**config.mk**
```make
export PLATFORM = sky130hd
export DESIGN_NAME = cmdspi_master
export DESIGN_NICKNAME = d
export VERILOG_FILES = /design/src/rtl/cmdspi_pkg.sv /design/src/rtl/cmdspi_fifo.sv /design/src/rtl/cmdspi_engine.sv /design/src/rtl/cmdspi_master.sv
export SDC_FILE = /design/constraint.sdc
export NUM_CORES = 1
export LEC_CHECK = 0
export BUFFER_PORTS_ARGS = -buffer_cell sky130_fd_sc_hd__buf_4
export CORE_MARGIN = 2
export CORE_UTILIZATION = 61
export CTS_CLUSTER_DIAMETER = 40
export DETAILED_ROUTE_END_ITERATION = 8
export GPL_ROUTABILITY_DRIVEN = 0
export PLACE_DENSITY = 0.91
export SLEW_MARGIN = 40
export SYNTH_ARGS = -nofsm -noshare
export SYNTH_HDL_FRONTEND = slang
export SYNTH_SLANG_ARGS = --single-unit
```
**constraint.sdc**
```tcl
create_clock -name clk -period 4.6 [get_ports clk]
set_input_delay 0.46 -clock clk [delete_from_list [all_inputs] [get_ports clk]]
set_output_delay 0.46 -clock clk [all_outputs]
set_load 0.02 [all_outputs]
```
**src/rtl/cmdspi_pkg.sv**
```systemverilog
// Package cmdspi_pkg: shared types for the command-word SPI master.
// Assumes 16-bit frames at most and 8 chip-select lines.
package cmdspi_pkg;
    localparam int DATA_W = 16;
    localparam int CS_W   = 8;

    // Fields of a queued command word that the engine uses
    typedef struct packed {
        logic              cont;
        logic [CS_W-1:0]   mask;
        logic [DATA_W-1:0] data;
    } cmd_t;

    // Engine segment within one frame
    typedef enum logic [1:0] {
        SEG_REL   = 2'd0,
        SEG_SETUP = 2'd1,
        SEG_SHIFT = 2'd2
    } seg_t;
endpackage

```
**src/rtl/cmdspi_fifo.sv**
```systemverilog
// Module cmdspi_fifo: synchronous FIFO with a flush input and a zero head when empty.
// Assumes one push and one pop per cycle. A full FIFO drops the push and an empty
// FIFO ignores the pop. Flush has priority over both.
module cmdspi_fifo #(
    parameter int W     = 16,
    parameter int DEPTH = 4,
    localparam int AW   = (DEPTH > 1) ? $clog2(DEPTH) : 1,
    localparam int CW   = $clog2(DEPTH + 1)
) (
    input  logic          clk,
    input  logic          rst_n,
    input  logic          push,
    input  logic [W-1:0]  push_data,
    input  logic          pop,
    input  logic          flush,
    output logic [W-1:0]  head,
    output logic [CW-1:0] count,
    output logic          full,
    output logic          empty
);
    logic [W-1:0]  mem [DEPTH];
    logic [AW-1:0] wr_q, rd_q;
    logic [CW-1:0] cnt_q;
    logic          do_push, do_pop;

    assign full    = (cnt_q == CW'(DEPTH));
    assign empty   = (cnt_q == '0);
    assign do_push = push && !flush && !full;
    assign do_pop  = pop && !flush && !empty;
    assign count   = cnt_q;
    assign head    = empty ? '0 : mem[rd_q];

    // Pointer wrap helper
    function automatic logic [AW-1:0] nxt(input logic [AW-1:0] p);
        return (p == AW'(DEPTH - 1)) ? '0 : p + 1'b1;
    endfunction

    // Storage write
    always_ff @(posedge clk) begin
        if (do_push) mem[wr_q] <= push_data;
    end

    // Pointers and occupancy
    always_ff @(posedge clk) begin
        if (!rst_n || flush) begin
            wr_q  <= '0;
            rd_q  <= '0;
            cnt_q <= '0;
        end else begin
            if (do_push) wr_q <= nxt(wr_q);
            if (do_pop)  rd_q <= nxt(rd_q);
            cnt_q <= cnt_q + CW'(do_push) - CW'(do_pop);
        end
    end
endmodule

```
**src/rtl/cmdspi_engine.sv**
```systemverilog
// Module cmdspi_engine: runs one SPI frame per start pulse. The frame has an
// optional release segment (a select swap), a one-SCK-period setup, and 2N shift halves.
// Assumes start is asserted only while busy is low.
module cmdspi_engine
    import cmdspi_pkg::*;
#(
    parameter int DIV_W = 8,
    parameter int FSZ_W = 4,
    localparam int KW   = FSZ_W + 1
) (
    input  logic              clk,
    input  logic              rst_n,
    input  logic              start,
    input  cmd_t              cmd,
    input  logic [FSZ_W-1:0]  cfg_frame_size,
    input  logic [DIV_W-1:0]  cfg_div,
    input  logic              cfg_cpol,
    input  logic              cfg_cpha,
    input  logic              miso,
    output logic              busy,
    output logic              done,
    output logic [DATA_W-1:0] rx_word,
    output logic              sck,
    output logic              mosi,
    output logic [CS_W-1:0]   cs_active
);
    seg_t              seg_q;
    logic              busy_q, cpol_q, cpha_q, cont_q, cs_on_q;
    logic [DIV_W-1:0]  hcnt_q, div_q;
    logic [KW-1:0]     k_q;
    logic [FSZ_W-1:0]  fsz_q, bit_idx;
    logic [CS_W-1:0]   mask_q;
    logic [DATA_W-1:0] tx_q, rx_q;
    logic              half_end, last_half;

    assign half_end  = (hcnt_q == div_q);
    assign last_half = (k_q == {fsz_q, 1'b1});
    assign done      = busy_q && (seg_q == SEG_SHIFT) && half_end && last_half;
    assign busy      = busy_q;
    assign rx_word   = rx_q;
    assign bit_idx   = fsz_q - FSZ_W'(k_q >> 1);

    // Frame sequencing: latch command and configuration, step halves, capture MISO
    always_ff @(posedge clk) begin
        if (!rst_n) begin
            seg_q   <= SEG_SETUP;
            busy_q  <= 1'b0;
            hcnt_q  <= '0;
            k_q     <= '0;
            div_q   <= '0;
            fsz_q   <= '0;
            cpol_q  <= 1'b0;
            cpha_q  <= 1'b0;
            cont_q  <= 1'b0;
            cs_on_q <= 1'b0;
            mask_q  <= '0;
            tx_q    <= '0;
            rx_q    <= '0;
        end else if (start) begin
            seg_q   <= (cs_on_q && (mask_q != cmd.mask)) ? SEG_REL : SEG_SETUP;
            busy_q  <= 1'b1;
            hcnt_q  <= '0;
            k_q     <= '0;
            div_q   <= cfg_div;
            fsz_q   <= cfg_frame_size;
            cpol_q  <= cfg_cpol;
            cpha_q  <= cfg_cpha;
            cont_q  <= cmd.cont;
            cs_on_q <= 1'b1;
            mask_q  <= cmd.mask;
            tx_q    <= cmd.data;
            rx_q    <= '0;
        end else if (busy_q) begin
            if (!half_end) begin
                hcnt_q <= hcnt_q + 1'b1;
            end else begin
                hcnt_q <= '0;
                if (seg_q == SEG_SHIFT) begin
                    if (!k_q[0]) rx_q <= {rx_q[DATA_W-2:0], miso};
                    if (last_half) begin
                        busy_q  <= 1'b0;
                        cs_on_q <= cont_q;
                    end else begin
                        k_q <= k_q + 1'b1;
                    end
                end else if (k_q[0]) begin
                    k_q   <= '0;
                    seg_q <= (seg_q == SEG_REL) ? SEG_SETUP : SEG_SHIFT;
                end else begin
                    k_q <= k_q + 1'b1;
                end
            end
        end
    end

    // Pin decode from state
    always_comb begin
        if (busy_q && seg_q == SEG_SHIFT) sck = cpol_q ^ cpha_q ^ k_q[0];
        else if (busy_q)                  sck = cpol_q;
        else                              sck = cfg_cpol;
        mosi      = (busy_q && seg_q != SEG_REL) ? tx_q[bit_idx] : 1'b0;
        cs_active = ((busy_q && seg_q == SEG_REL) || !cs_on_q) ? '0 : mask_q;
    end
endmodule

```
**src/rtl/cmdspi_master.sv**
```systemverilog
// Module cmdspi_master: a command-word SPI master built from a transmit FIFO, a frame
// engine and a receive FIFO. Assumes DEPTH <= 15 so each count fits its 4-bit status field.
module cmdspi_master
    import cmdspi_pkg::*;
#(
    parameter int DEPTH = 4,
    parameter int DIV_W = 8,
    parameter int FSZ_W = 4,
    localparam int CW   = $clog2(DEPTH + 1)
) (
    input  logic              clk,
    input  logic              rst_n,
    input  logic              push_valid,
    input  logic [31:0]       push_word,
    input  logic              pop_req,
    output logic [DATA_W-1:0] pop_data,
    input  logic              flush_tx,
    input  logic              flush_rx,
    input  logic [FSZ_W-1:0]  cfg_frame_size,
    input  logic              cfg_cpol,
    input  logic              cfg_cpha,
    input  logic [DIV_W-1:0]  cfg_div,
    input  logic [CS_W-1:0]   cfg_cs_idle,
    output logic [31:0]       status,
    output logic              sck,
    output logic              mosi,
    input  logic              miso,
    output logic [CS_W-1:0]   cs_n
);
    cmd_t            push_cmd, head_cmd;
    logic [CW-1:0]   tx_cnt, rx_cnt;
    logic            tx_full, tx_empty, rx_full, rx_empty;
    logic            eng_busy, eng_done, eng_start, ovf_q;
    logic [DATA_W-1:0] eng_rx;
    logic [CS_W-1:0] cs_active;

    assign push_cmd  = '{cont: push_word[31], mask: push_word[23:16], data: push_word[15:0]};
    assign eng_start = !eng_busy && !tx_empty && !flush_tx;
    assign cs_n      = cfg_cs_idle ^ cs_active;
    assign status    = {16'h0, 4'(tx_cnt), 4'h0, 4'(rx_cnt), 3'b000, ovf_q};

    cmdspi_fifo #(.W($bits(cmd_t)), .DEPTH(DEPTH)) u_txq (
        .clk(clk), .rst_n(rst_n), .push(push_valid), .push_data(push_cmd),
        .pop(eng_start), .flush(flush_tx), .head(head_cmd), .count(tx_cnt),
        .full(tx_full), .empty(tx_empty)
    );

    cmdspi_engine #(.DIV_W(DIV_W), .FSZ_W(FSZ_W)) u_eng (
        .clk(clk), .rst_n(rst_n), .start(eng_start), .cmd(head_cmd),
        .cfg_frame_size(cfg_frame_size), .cfg_div(cfg_div), .cfg_cpol(cfg_cpol),
        .cfg_cpha(cfg_cpha), .miso(miso), .busy(eng_busy), .done(eng_done),
        .rx_word(eng_rx), .sck(sck), .mosi(mosi), .cs_active(cs_active)
    );

    cmdspi_fifo #(.W(DATA_W), .DEPTH(DEPTH)) u_rxq (
        .clk(clk), .rst_n(rst_n), .push(eng_done), .push_data(eng_rx),
        .pop(pop_req), .flush(flush_rx), .head(pop_data), .count(rx_cnt),
        .full(rx_full), .empty(rx_empty)
    );

    // Sticky overflow flag for pushes into a full transmit queue
    always_ff @(posedge clk) begin
        if (!rst_n || flush_tx)          ovf_q <= 1'b0;
        else if (push_valid && tx_full)  ovf_q <= 1'b1;
    end
endmodule

```
Word-level counts from Yosys, hierarchy flattened. Memories as Yosys holds them, arrays and structs flattened. A register that Yosys moved wholly into a read port is not among the register bits. Index checks and enable logic that the tools add are counted.

Input bits: 61. Output and inout bits: 58. Register bits after elaboration: 87. Word-level logic and storage cells: 135. Memories: 2. Bits in writable memories: 164.

Magnitude comparators: 1. Reduce and logical (&&, ||, !) cells: 43. Add/subtract/negate cells: 11. Bitwise operators: 5. Multiplexer cells: 41. Eq/ne operators: 12.

Memories: u_txq.mem (depth 4, width 25, rd ports 1, clocked after memory_dff 1, wr ports 1, line cmdspi_fifo.sv:21) `logic [W-1:0] mem [DEPTH];`; u_rxq.mem (depth 4, width 16, rd ports 1, clocked after memory_dff 1, wr ports 1, line cmdspi_fifo.sv:21).

Operators with widths (count): 2-bit two-way mux (14); 25-bit two-way mux (1); 1-bit two-way mux (19); 1-bit logical AND (17); 16-bit two-way mux (1); 8-bit two-way mux (2); 5-bit two-way mux (3); 4-bit AND reduction (3); 2-bit nonzero test (6); 2-bit equality test (second input constant) (5); 1-bit zero test (9); 2-bit by 1-bit adder with 2-bit output (second input constant) (4); 8-bit by 1-bit adder with 8-bit output (second input constant) (1); 8-bit equality test (1); 8-bit != test (1); 8-bit bitwise XOR (1); 3-bit by 1-bit adder with 3-bit output (2); 3-bit equality test (second input constant) (2); 3-bit zero test (2); 3-bit by 1-bit subtractor with 3-bit output (2); 5-bit by 1-bit adder with 5-bit output (second input constant) (1); 5-bit equality test (1); 4-bit by 5-bit < comparator with 1-bit output (second input constant) (1); 1-bit binary-select mux with 4-bit select (1); 8 further kinds (13).

Depth between registers and ports, before layout. Gate-level depths: netlist of the first run.

Depth after elaboration: 8. Mapped depth: 13. Depth with buffers taken out: 11.

By module. Synthesis of the first run repeated with hierarchy kept, for this count alone.

Cell total of the unflattened synthesis: 743. Area total of the unflattened synthesis: 10956.8 um^2.

Modules (own cells, without submodules): cmdspi_fifo at u_txq (times used 1, cells each 213, sequential area each 3183.1 um^2, area an instance 4275.4 um^2); cmdspi_engine (times used 1, cells each 337, sequential area each 1441.4 um^2, area an instance 3440.8 um^2); cmdspi_fifo at u_rxq (times used 1, cells each 154, sequential area each 2102.0 um^2, area an instance 2929.1 um^2); cmdspi_master (times used 1, cells each 39, sequential area each 20.0 um^2, area an instance 311.5 um^2).

Worst setup path before layout of the first run. Ideal clock, no wire load.

Path kind: flip-flop to flip-flop. From: reg u_txq.cnt_q[1], in the netlist u_txq.count[1]. To: reg u_txq.cnt_q[2], in the netlist u_txq.count[2]. Arrival time: 2.768 ns. Cell stages (with the launch flop): 14. Data required time: 4.476 ns. Clock period less this slack: 2.893 ns. Library setup time: 0.124 ns. Setup slack: 1.707 ns. Path buffers: 2. Cells stage by stage: dfxtp_1 nor3_1 or3_1 buf_2 inv_1 clkbuf_1 ha_1 inv_1 ha_1 inv_1 fa_1 xor2_1 xnor2_1 nor2_1.

Word-level cells in the longest chain between the ends: 7. Elaborated cells between the ends (all ways): 11. Classes of those cells: add/sub: 2; eq/ne: 1; reduce/logical: 8.

Ends and longest elaborated chain: start: declaration (line cmdspi_fifo.sv:23) `logic [CW-1:0] cnt_q;`; start signal: assignment (line cmdspi_fifo.sv:52) `cnt_q <= cnt_q + CW'(do_push) - CW'(do_pop);`; parallel branches: the longest is 6 deep, another holds 3-bit by 1-bit adder with 3-bit output; 3-bit by 1-bit subtractor with 3-bit output * (line cmdspi_fifo.sv:52).

Every way passes the cells marked *. A chain may end at the register's enable or synchronous reset.

Final worst setup path of the first run.
From: reg u_eng.fsz_q[0]. To: reg u_rxq.cnt_q[2], in the netlist u_rxq.count[2].

Word-level cells in the longest chain between the ends: 6.

Ends and longest elaborated chain: start: declaration (line cmdspi_engine.sv:31) `logic [FSZ_W-1:0] fsz_q, bit_idx;`; start signal: assignment (line cmdspi_engine.sv:65) `fsz_q <= cfg_frame_size;`; 5-bit equality test (line cmdspi_engine.sv:37) `assign last_half = (k_q == {fsz_q, 1'b1});`; 1-bit logical AND (line cmdspi_engine.sv:38) `assign done = busy_q && (seg_q == SEG_SHIFT) && half_end && last_half;`; 1-bit logical AND (2 in a row) (line cmdspi_fifo.sv:28) `assign do_push = push && !flush && !full;`; via u_rxq.do_push (line cmdspi_fifo.sv:24) `logic do_push, do_pop;`; 3-bit by 1-bit adder with 3-bit output (line cmdspi_fifo.sv:52); 3-bit by 1-bit subtractor with 3-bit output (line cmdspi_fifo.sv:52); end signal: assignment (line cmdspi_fifo.sv:52); end: declaration (line cmdspi_fifo.sv:23).

The timed path passes the listed nets, and every way through them passes these cells.

==> impl_metrics.py, run 1 <==
metrics = {
    "status": {
        "status": "complete, no violations",
    },
    "die": {
        "die_x_um": 136,
        "io-pin-count": 119,
        "dieArea_um2": 18400,
        "start_util": 0.618,
        "num_rows": 48,
        "core_area_um2": 17100,
        "die_y_um": 136,
    },
    "detailed_routing": {
        "ant_nets": 0,
        "via_per_inst": 5.52,
        "vias": 6074,
        "drc": 0,
        "wl_um": 19300,
        "avgRoutedWirePerCell_um": 17.6,
        "drtPass1Iterations": 6,
        "first_iter_violations": 342,
    },
    "clock_network": {
        "cts_sinks": 255,
        "cts_resized": 0,
        "clkTransAtPathRegs_ps": 60,
        "cts_tree": "done",
        "post_cts_buffers": 0,
        "htree_levels": 1,
        "clockRootBuffer": "clkbuf_16",
        "clk_latency_ps": 530,
        "clockBufferDepth": 3,
        "ctsHoldBuffers": 0,
        "cts_buffers": 27,
    },
    "synth": {
        "synth.distinct_cells": 44,
        "synth_area_leaders": "edfxtp_1 47%, dfxtp_1 17%, mux4_2 9.4%",
        "synth_area_um2": 10600,
        "synth_warnings": 0,
        "ys_ff_latch": 255,
        "synth_edf_count": 164,
        "synth_ff_type": "edfxtp_1",
        "async_flop_share": 0,
        "yosysTopAreaCell": "edfxtp_1",
        "ys_seq_area_frac": 0.637,
        "yosysTopAreaCellShare": 0.465,
        "avgSynthCellArea_um2": 13.9,
        "synthCells": 764,
    },
    "run": {
        "drv_cap": 0,
    },
    "worst_hold_path": {
        "min-delay-start": "push_word[19]",
        "hold_path_class": "input port to flip-flop",
    },
    "power_and_ir_drop": {
        "p_sw_frac": 0.218,
        "p_comb_frac": 0.067,
        "internal_power_w": 0.00393,
        "p_sw_w": 0.00110,
        "power_w": 0.00503,
        "power_density_nw_per_um2": 409,
        "peakVddDrop_v": 0.000343,
        "leakagePower_nw": 4.50,
        "seqPwrFrac": 0.499,
        "power_frac_clock": 0.434,
    },
    "grt": {
        "grt_max_degree": 48,
        "grt_overflow": 0,
        "grt_pass1_wl_um": 31300,
        "grt_pass1_vias": 6258,
        "grtUsageTotal": 0.219,
        "antenna_found_initial": 0,
    },
    "critical_path": {
        "cp-end-kind": "flip-flop",
        "worst-setup-path-type": "flip-flop to flip-flop",
        "worstPathRequired_ps": 5010,
        "critPathLaunch": "u_eng.fsz_q[0]$_SDFFE_PN0P_",
        "cp_data_arrival_time_ps": 3680,
        "rrSetupSlack_ps": 1330,
        "worstSetupEndpoint": "u_rxq.count[2]$_SDFF_PP0_",
        "critPathLaunchType": "flip-flop",
        "crit_fanout": 5,
        "rr_worst_depth": 11,
        "rr_startpoint": "u_eng.fsz_q[0]$_SDFFE_PN0P_",
        "r2r-end": "u_rxq.count[2]$_SDFF_PP0_",
    },
    "timing": {
        "relSlewSlack": 0.439,
        "fmax_ghz": 0.306,
        "drv_slew": 0,
        "finalCritPeriodShare": 0.711,
        "fin_tns_setup_ps": 0,
        "grt_setup_unrepaired": "no",
        "hold_violations": 0,
        "worst_pin_slew_ps": 840,
        "period_needed_ps": 3270,
        "setup_viol": 0,
        "fin_skew_ps": 9.71,
    },
    "placement": {
        "dpl.hpwl_um": 12100,
        "port_buffers": 86,
    },
    "final_layout": {
        "area_delta_synth_final_pct": 16.1,
        "final_nets": 938,
        "n_antenna_cell": 0,
        "n_fill_cell": 1066,
        "drive_above_1_share": 0.222,
    },
}
-- placed cells by master (no fill, tap or decap), types with 24 or more instances in the layout --
cell type / count
mux4_2: 44
clkbuf_16: 27
mux2i_1: 24
a21boi_0: 40
dfxtp_1: 90
buf_4: 96
conb_1: 25
edfxtp_1: 164
nand2_1: 99
nor2_1: 58
xnor2_1: 24
-- state kept, by name (all words and copies together) (netlist names), 4 cells and up, named ones only --
name / flops
u_rxq.mem: 64
u_eng.div_q: 8
u_eng.hcnt_q: 8
u_eng.tx_q: 16
u_txq.mem: 100
u_eng.rx_word: 16
u_eng.k_q: 5
u_eng.mask_q: 8
u_eng.fsz_q: 4
-- cells in the mapped netlist (all sizes together), types with 7 or more instances --
master and count:
nand3 7, xor2 17, nor2b 17, mux4 44, dfxtp 91, buf 41, xnor2 24, o21ai 10
mux2i 24, ha 20, a21boi 41, clkbuf 19, edfxtp 164, inv 20, a21oi 10, nor2 58
nand2 99, and2 9
-- metal layers --
| layer | vias to the layer above | track usage | part of all wire |
|---|---|---|---|
| met5 | - | 0 | 0 |
| li1 | 2885 | - | - |
| met2 | 169 | 0.397 | 0.53 |
| met1 | 2988 | 0.270 | 0.40 |
| met4 | 0 | 0.0712 | 0.021 |
| met3 | 32 | 0.0344 | 0.046 |
-- metrics by stage --
stage | setup slack, ps | util | instance area [µm²] | hold WS (ps) | instances
after floorplan | 1710 | - | 10700 | 438 | 788
after global placement | 1400 | 0.663 | 11300 | 448 | 1049
after detailed placement | 1330 | 0.663 | 11300 | 455 | 1049
after CTS | 1300 | 0.717 | 12300 | 111 | 1099
after global routing | 1090 | 0.718 | 12300 | 112 | 1100
final | 1330 | 0.718 | 12300 | 122 | 1100
-- how the worst min path moves through the flow --
stage	endpoint	slack, ps	cells after the start
6_report	u_txq.mem[2][19]$_DFFE_PP_	120	1
5_1_grt	u_txq.mem[2][19]$_DFFE_PP_	110	1
4_1_cts	u_txq.mem[2][19]$_DFFE_PP_	110	1
3_5_place_dp	u_eng.tx_q[1]$_SDFFE_PN0P_	450	2
3_3_place_gp	u_eng.tx_q[10]$_SDFFE_PN0P_	450	2
2_1_floorplan	ovf_q$_SDFFE_PP0P_	440	2
-- critical path, cell delays in order (launching register included) --
cell	delay, ps
dfxtp_1	340
inv_1	50
ha_1	470
nand4_1	180
or3_1	480
nor4_1	590
ha_1	270
inv_1	50
fa_1	370
xor2_1	170
xnor2_1	130
nor2_1	50
-- kinds of logic after synthesis --
family,Yosys count,share of synthesized area
AOI/OAI and AO/OA,72,0.0468
other,1,0.000354
xor gates and xnor gates,41,0.0339
buffers and inverters,80,0.0390
muxes,69,0.117
and+or+nand+nor,223,0.0959
adders and majority gates,23,0.0293
DFF,255,0.637
-- power groups by stage --
stage / combinational, W / clock, W / sequential (W)
after floorplan: 0.000241 / 0 / 0.00254
after global placement: 0.000319 / 0 / 0.00255
after detailed placement: 0.000331 / 0 / 0.00256
after CTS: 0.000337 / 0.00221 / 0.00251
after global routing: 0.000369 / 0.00231 / 0.00251
final: 0.000336 / 0.00218 / 0.00251
-- cell type report --
class | count | area [µm²] | area share
flip-flops and latches | 255 | 6750 | 0.549
inverters | 20 | 75.1 | 0.00611
clock inverters | 17 | 188 | 0.0153
repair buffers | 97 | 736 | 0.0599
multi-input cells | 453 | 3520 | 0.286
clock buffers | 33 | 738 | 0.0601
well taps | 225 | 282 | 0.0229
Note: power is estimated with default switching activity, not from simulation.
==> inputs of run 2 (changes only) <==
CORE_UTILIZATION = 53   (was 61)
PLACE_DENSITY = 0.84   (was 0.91)
clock period = 2.8 ns   (was 4.6 ns; I/O delays follow)
==> impl_metrics.py, run 2 (same netlist as run 1, synthesis figures left out) <==
metrics = {
    "die": {
        "die_x_um": 145,
        "die_y_um": 145,
        "core_area_um2": 19500,
        "io-pin-count": 119,
        "num_rows": 51,
        "dieArea_um2": 21100,
        "start_util": 0.542,
    },
    "final_layout": {
        "area_delta_synth_final_pct": 23.0,
        "final_common_cell": "edfxtp_1",
        "n_fill_cell": 1332,
        "layout_common_cells": "164 x edfxtp_1, 116 x buf_4, 99 x nand2_1",
        "drive_above_1_share": 0.246,
        "regMostFlops": "u_txq.mem",
        "n_antenna_cell": 0,
        "final_nets": 988,
        "design_area_um2": 13000,
        "reg_top3": "u_txq.mem (100), u_rxq.mem (64)",
        "largest_reg_flops": 100,
    },
    "detailed_routing": {
        "avgRoutedWirePerCell_um": 16.4,
        "dr_wl_met2_um": 10100,
        "drtPass1Iterations": 5,
        "drc": 0,
        "m1WireLength_um": 7980,
        "first_iter_violations": 347,
        "wl_met3_um": 945,
        "vias": 6243,
        "routed.top_layer": "met4",
        "via_per_inst": 5.23,
        "ant_nets": 0,
        "wl_um": 19600,
    },
    "timing": {
        "relSlewSlack": 0.505,
        "timing.hold.ws_ps": 13.7,
        "finalWorstSetupSlack_ps": 3.13,
        "period_needed_ps": 2800,
        "setup_viol": 0,
        "grt_setup_unrepaired": "yes",
        "fin_skew_ps": 22.8,
        "finalCritPeriodShare": 0.999,
        "fmax_ghz": 0.358,
        "hold_violations": 0,
        "worst_pin_slew_ps": 740,
        "fin_tns_setup_ps": 0,
        "drv_slew": 0,
    },
    "power_and_ir_drop": {
        "power_density_nw_per_um2": 694,
        "peakVddDrop_v": 0.000558,
        "power_w": 0.00903,
        "leakagePower_nw": 4.83,
    },
    "critical_path": {
        "worstPathRequired_ps": 2520,
        "critPathLaunchType": "flip-flop",
        "cp_data_arrival_time_ps": 2520,
        "worst-setup-path-type": "flip-flop to output pin",
        "crit_fanout": 4,
        "cp-end-kind": "output pin",
    },
    "status": {
        "status": "complete, no violations",
    },
    "placement": {
        "port_buffers": 86,
        "dpl.hpwl_um": 11800,
        "pre_cts_ws_ps": 94.8,
        "postPlaceCellArea_um2": 11500,
    },
    "grt": {
        "grt_pass1_vias": 6560,
        "grt_overflow": 0,
        "grt_pass1_wl_um": 31700,
        "grtUsageTotal": 0.185,
        "grt_max_degree": 48,
        "antenna_found_initial": 0,
    },
    "clock_network": {
        "clockRootBuffer": "clkbuf_16",
        "clkTransAtPathRegs_ps": 60,
        "cts_tree": "done",
        "cts_sinks": 255,
        "clk_latency_ps": 550,
        "htree_levels": 1,
        "clockBufferDepth": 3,
        "cts_buffers": 30,
    },
    "worst_hold_path": {
        "hold_path_class": "input port to flip-flop",
    },
    "run": {
        "drv_cap": 0,
    },
}
-- run 2: cell count changes in the layout (fill, tap and decap cells not counted), sizes merged --
cell	delta
buf	+19
bufinv	+4
clkbuf	+2
clkinv	-3
clkinvlp	-2
dlygate4sd3	+28
inv	+5
-- run 2: cell type report --
class,instances,area [µm²],share of cell area
multi-input cells,453,3570,0.274
well taps,265,332,0.0255
clock inverters,21,330,0.0254
clock buffers,35,811,0.0623
inverters,20,75.1,0.00577
repair buffers,144,1150,0.0884
flip-flops and latches,255,6750,0.519
-- run 2: report_power, final --
group	leakage, nW	switching (W)	internal (W)
combinational	2.00	0.000340	0.000269
sequential	2.27	0.0000478	0.00406
clock	0.555	0.00156	0.00276
-- run 2: path summary, 6_finish.rpt --
check                         startpoint                             to  slack (ps)  depth (start not counted)
max          u_eng.fsz_q[0]$_SDFFE_PN0P_                           mosi           3                          8
min                                 miso  u_eng.rx_word[0]$_SDFFE_PP0P_          10                          3
min reg2reg  u_eng.tx_q[13]$_SDFFE_PN0P_    u_eng.tx_q[13]$_SDFFE_PN0P_         460                          2
max reg2reg    u_eng.k_q[3]$_SDFFE_PP0P_      u_rxq.count[2]$_SDFF_PP0_         100                         11
-- run 2: worst max-delay path, stage by stage, from the launching register on --
cell and delay [ps]:
dfxtp_2 340, inv_2 40, ha_4 160, fa_2 590, mux4_2 190, nor2b_2 140
a211oi_2 40, nor4bb_1 290, buf_4 210
-- run 2: per-layer routing --
layer / global-route usage / vias up
li1: - / 2986
met1: 0.226 / 3036
met2: 0.333 / 171
met3: 0.0333 / 50
met4: 0.0637 / 0
met5: 0 / -
-- run 2: what timing repair did --
action,CTS,global route
buffers inserted,1,1
hold buffers,28,0
setup endpoints to repair,1,2
pin swaps,4,6
cloned,0,0
endpoints found under the hold margin,103,0
gates resized for setup,5,5
-- run 2: per-stage QoR --
step / cells / util
finish: 1193 / 0.667
global route: 1193 / 0.667
CTS: 1192 / 0.665
detailed placement: 1107 / 0.591
global placement: 1107 / 0.591
floorplan: 788 / -
